## config.mk

```make
export PLATFORM = sky130hd
export DESIGN_NAME = pbus_wr_timer
export DESIGN_NICKNAME = d
export VERILOG_FILES = /design/src/rtl/pbw_pkg.sv /design/src/rtl/pbw_phase_ctrl.sv /design/src/rtl/pbw_out_stage.sv /design/src/rtl/pbus_wr_timer.sv
export SDC_FILE = /design/constraint.sdc
export NUM_CORES = 1
export LEC_CHECK = 0
export BUFFER_PORTS_ARGS = -buffer_cell sky130_fd_sc_hd__buf_2
export CAP_MARGIN = 15
export CORE_MARGIN = 1.5
export CORE_UTILIZATION = 49
export CTS_CLUSTER_SIZE = 28
export DETAILED_ROUTE_END_ITERATION = 12
export PLACE_DENSITY = 0.78
export SETUP_SLACK_MARGIN = 0.05
export SLEW_MARGIN = 0
export SYNTH_ARGS = -nofsm -noshare
export SYNTH_HDL_FRONTEND = slang
export SYNTH_SLANG_ARGS = --single-unit
```

## constraint.sdc

```tcl
create_clock -name clk -period 1.9 [get_ports clk]
set_input_delay 0.285 -clock clk [delete_from_list [all_inputs] [get_ports clk]]
set_output_delay 0.285 -clock clk [all_outputs]
set_load 0.05 [all_outputs]
```

## src/rtl/pbw_pkg.sv

```systemverilog
package pbw_pkg;
    localparam int TW = 4;

    typedef enum logic [2:0] {
        PH_IDLE, PH_ADDR, PH_SEL, PH_ACT, PH_HOLD
    } phase_e;

    typedef struct packed {
        logic [TW-1:0] addr_setup;
        logic [TW-1:0] sel_setup;
        logic [TW-1:0] strobe;
        logic [TW-1:0] hold;
    } timing_t;

    localparam timing_t TIMING_RESET = '{addr_setup: '0, sel_setup: '0,
                                         strobe: TW'(1), hold: '0};

    function automatic logic [TW-1:0] count_down(input logic [TW-1:0] v);
        return (v == '0) ? '0 : v - 1'b1;
    endfunction
endpackage

```

## src/rtl/pbw_phase_ctrl.sv

```systemverilog
module pbw_phase_ctrl
    import pbw_pkg::*;
(
    input  logic    clk,
    input  logic    rst,
    input  logic    start,
    input  timing_t start_tim,
    output logic    idle,
    output logic    cs_n,
    output logic    we_n,
    output logic    den_act,
    output logic    strobe_act
);
    phase_e        phase;
    timing_t       tim;
    logic [TW-1:0] cnt;
    logic          last;

    assign last = (cnt == '0);

    always_ff @(posedge clk) begin
        if (rst) begin
            phase <= PH_IDLE;
            tim   <= TIMING_RESET;
            cnt   <= '0;
            cs_n  <= 1'b1;
            we_n  <= 1'b1;
        end else begin
            case (phase)
                PH_IDLE: if (start) begin
                    tim   <= start_tim;
                    cnt   <= start_tim.addr_setup;
                    phase <= PH_ADDR;
                end
                PH_ADDR: if (last) begin
                    cnt   <= tim.sel_setup;
                    cs_n  <= 1'b0;
                    phase <= PH_SEL;
                end else cnt <= count_down(cnt);
                PH_SEL: if (last) begin
                    cnt   <= tim.strobe;
                    we_n  <= 1'b0;
                    phase <= PH_ACT;
                end else cnt <= count_down(cnt);
                PH_ACT: if (last) begin
                    cnt   <= tim.hold;
                    we_n  <= 1'b1;
                    phase <= PH_HOLD;
                end else cnt <= count_down(cnt);
                PH_HOLD: if (last) begin
                    cs_n  <= 1'b1;
                    phase <= PH_IDLE;
                end else cnt <= count_down(cnt);
                default: phase <= PH_IDLE;
            endcase
        end
    end

    assign idle       = (phase == PH_IDLE);
    assign den_act    = (phase == PH_ACT) || (phase == PH_HOLD);
    assign strobe_act = (phase == PH_ACT);
endmodule

```

## src/rtl/pbw_out_stage.sv

```systemverilog
module pbw_out_stage #(
    parameter int DATA_W = 16
) (
    input  logic              clk,
    input  logic              rst,
    input  logic              load,
    input  logic              is_cmd,
    input  logic [DATA_W-1:0] data_in,
    input  logic              den_act,
    input  logic              strobe_act,
    input  logic              inv_en,
    input  logic              inv_clk,
    output logic              rs,
    output logic [DATA_W-1:0] data_out,
    output logic              den,
    output logic              lclk
);
    always_ff @(posedge clk) begin
        if (rst) begin
            rs       <= 1'b1;
            data_out <= '0;
        end else if (load) begin
            rs       <= ~is_cmd;
            data_out <= data_in;
        end
    end

    assign den  = den_act ^ inv_en;
    assign lclk = strobe_act ^ inv_clk;
endmodule

```

## src/rtl/pbus_wr_timer.sv

```systemverilog
module pbus_wr_timer
    import pbw_pkg::*;
#(
    parameter int DATA_W = 16
) (
    input  logic              clk,
    input  logic              rst,
    input  logic [TW-1:0]     cfg_addr_setup,
    input  logic [TW-1:0]     cfg_sel_setup,
    input  logic [TW-1:0]     cfg_strobe_width,
    input  logic [TW-1:0]     cfg_hold,
    input  logic              cfg_inv_en,
    input  logic              cfg_inv_clk,
    input  logic              req_valid,
    output logic              req_ready,
    input  logic              req_is_cmd,
    input  logic [DATA_W-1:0] req_data,
    output logic              bus_rs,
    output logic              bus_cs_n,
    output logic              bus_we_n,
    output logic [DATA_W-1:0] bus_data,
    output logic              bus_den,
    output logic              bus_lclk
);
    logic    accept;
    logic    den_act;
    logic    strobe_act;
    timing_t req_tim;

    assign accept  = req_valid && req_ready;
    assign req_tim = '{addr_setup: cfg_addr_setup, sel_setup: cfg_sel_setup,
                       strobe: cfg_strobe_width, hold: cfg_hold};

    pbw_phase_ctrl u_ctrl (
        .clk(clk), .rst(rst), .start(accept), .start_tim(req_tim),
        .idle(req_ready), .cs_n(bus_cs_n), .we_n(bus_we_n),
        .den_act(den_act), .strobe_act(strobe_act)
    );

    pbw_out_stage #(.DATA_W(DATA_W)) u_out (
        .clk(clk), .rst(rst), .load(accept), .is_cmd(req_is_cmd),
        .data_in(req_data), .den_act(den_act), .strobe_act(strobe_act),
        .inv_en(cfg_inv_en), .inv_clk(cfg_inv_clk),
        .rs(bus_rs), .data_out(bus_data), .den(bus_den), .lclk(bus_lclk)
    );
endmodule

```

==> results.json <==
{
  "status": "complete, no violations",
  "r2r_slack_ns": 0.15,
  "worstSetupEndpointType": "primary output",
  "slew_viol_final": 0,
  "powerDensity_mw_per_mm2": 1480,
  "yosysSeqAreaShare_pct": 42.8,
  "synth_edf_count": 0,
  "avgSynthCellArea_um2": 7.94,
  "syn2layout_area_growth_pct": 26.5,
  "cp-start-kind": "register",
  "reg2reg_from": "u_ctrl.cnt[1]$_SDFFE_PP0P_",
  "grt_pass1_wl_um": 6780,
  "dieArea_mm2": 0.00400,
  "num_io_pins": 60,
  "drtIter0Drc": 108,
  "globalplace.congestion": 0.949,
  "cts-root-buf": "clkbuf_4",
  "cts_sinks": 38,
  "fmax_mhz": 563,
  "worstSkewPairLatency_ns": 0.36,
  "hold_violations": 0,
  "drive_above_1_share_pct": 33.1,
  "yosysUniqueCellTypes": 44,
  "whs_endpoint": "u_ctrl.tim[4]$_SDFFE_PP1P_",
  "worst_slew_pin_slew_ns": 0.448,
  "htreeDepth": 2,
  "syn_inst": 224,
  "min-delay-start": "cfg_strobe_width[0]",
  "cts_tree": "built",
  "antennaDiodeCount": 0,
  "finalSetupTns_ns": 0,
  "syn_nets": 264,
  "antenna_found_initial": 0,
  "hpwl_um": 2920,
  "nets": 326,
  "start_util_pct": 52.1,
  "rsz0062_at_grt": "true",
  "hp-class": "input port to register",
  "rows": 21,
  "peakVddDrop_mv": 0.780,
  "synth_area_mm2": 0.00178,
  "cp.arrival_ns": 1.49,
  "core-area_mm2": 0.00342,
  "yosys_warnings": 0,
  "finalSetupViolations": 0,
  "port_buffers": 59,
  "ant_nets": 0,
  "fin_ws_ns": 0.122,
  "finClkSkew_ns": 0.0149,
  "routed_wl_um": 4280,
  "ys_seq_elements": 38,
  "track_usage_pct": 21.6,
  "cp.required_ns": 1.62,
  "clk_pin_slew_ns": 0.12,
  "die_y_um": 63.2,
  "final_common_cell": "nand2_1",
  "synthFlopType": "dfxtp_1",
  "grt_max_degree": 31,
  "maxSlewHeadroom_pct": 70.1,
  "grt_overflow_total": 0,
  "leakage_nw": 0.982,
  "drt_pass1_iterations": 4,
  "clockBufferDepth": 2,
  "grt_pass1_vias": 1510,
  "post-route-drc-count": 0,
  "timing.rr.end": "u_ctrl.cs_n$_SDFFE_PP1P_",
  "crit_type": "register to primary output",
  "wl_per_cell_um": 12.9,
  "cts_hold_buf": 0,
  "hold_depth": 3,
  "die_width_um": 63.2,
  "cts_buffers": 5,
  "period_minus_slack_ns": 1.78,
  "via_per_inst": 5.27,
  "min_period_over_period_pct": 93.6,
  "vias": 1754,
  "dpl_worst_slack_ns": 0.110,
  "r2r_cells": 6,
  "worstPathMaxFanout": 5,
  "final_cell_mix": "nand2_1, buf_2, dfxtp_1",
  "synthArstFlopShare_pct": 0,
  "cap_violations": 0
}
[worst max-delay path, cell delays in order (launching register included)]
cell     delay (ns)
dfxtp_4        0.38
or2_4          0.28
o21ai_4        0.14
xor2_2         0.16
buf_6          0.17
[sequential cells by signal, indices dropped and copies added (netlist names)]
signal and count:
u_ctrl.we_n 1, u_ctrl.tim 12, u_ctrl.cs_n 1, u_out.rs 1
u_ctrl.cnt 4, u_ctrl.phase 3, u_out.data_out 16
[kinds of logic (layout without fill, tap and decap cells)]
group | count (synthesis) | count (layout) | share of synthesized area (%)
AOI/OAI and AO/OA | 59 | 59 | 21.1
xor gates and xnor gates | 3 | 3 | 1.48
adders and majority gates | 2 | 2 | 1.41
buffers and inverters | 22 | 84 | 6.54
DFF | 38 | 38 | 42.8
muxes | 5 | 5 | 2.82
and+or+nand+nor | 95 | 96 | 23.9
[power breakdown]
group / total [mW] / switching, mW / internal, mW
sequential: 1.10 / 0.136 / 0.968
combinational: 1.78 / 1.09 / 0.689
clock: 0.458 / 0.280 / 0.178
[area by class of cell]
class | count | area (um2)
Sequential cell | 38 | 769
Inverter | 6 | 22.5
Clock buffer | 6 | 51.3
Timing Repair Buffer | 70 | 384
Multi-Input combinational cell | 165 | 952
Tap cell | 46 | 57.6
Clock inverter | 2 | 12.5
Fill cell | 319 | 1170
[routing by layer]
layer	track usage, %	up-vias	share of wire [%]
met4	7.34	0	0.79
li1	-	892	-
met1	26.9	790	44
met3	6.96	4	7.1
met2	35.1	68	48
met5	0	-	0
[Yosys cell counts, drive strengths merged (2+ instances only)]
master	instances	share of area, %
nor2	5	1.1
nand2b	5	1.8
a32o	4	2.3
o21ai	5	1.4
nor3	6	2.0
mux2i	5	2.8
a21oi	34	9.6
o221ai	3	1.5
o211ai	2	0.84
nand2	64	14
dfxtp	38	43
buf	9	3.8
xor2	2	0.99
ha	2	1.4
nor2b	2	0.70
clkbuf	7	1.5
inv	5	1.1
nand3	5	1.4
or3	2	0.70
[how the worst max path moves through the flow]
stage | from | endpoint | cells after the start
2_1_floorplan | u_ctrl.phase[1]$_SDFFE_PP0P_ | bus_den | 5
3_3_place_gp | u_ctrl.cnt[0]$_SDFFE_PP0P_ | u_ctrl.cs_n$_SDFFE_PP1P_ | 6
3_5_place_dp | u_ctrl.cnt[0]$_SDFFE_PP0P_ | u_ctrl.cs_n$_SDFFE_PP1P_ | 6
4_1_cts | u_ctrl.phase[2]$_SDFFE_PP0P_ | bus_den | 5
5_1_grt | u_ctrl.cnt[0]$_SDFFE_PP0P_ | u_ctrl.cs_n$_SDFFE_PP1P_ | 6
6_report | u_ctrl.phase[0]$_SDFFE_PP0P_ | bus_den | 4
[per-stage QoR]
stage / hold slack (ns) / total power [mW] / util, % / cell area, um2 / cells
after floorplan: 0.409 / 2.41 / - / 1800 / 224
after global placement: 0.438 / 2.69 / 62.0 / 2120 / 321
after detailed placement: 0.443 / 2.72 / 62.0 / 2120 / 321
after CTS: 0.128 / 3.19 / 64.2 / 2190 / 329
after global routing: 0.120 / 3.56 / 65.9 / 2250 / 333
final: 0.142 / 3.34 / 65.9 / 2250 / 333
[what timing repair did]
item                                    in CTS  in global routing
endpoints found under the hold margin        0                  0
endpoints found under the setup margin       2                  5
resized for setup                            5                  9
buffers inserted                             0                  3
cloned                                       0                  1
(Power assumes the default switching activity.)
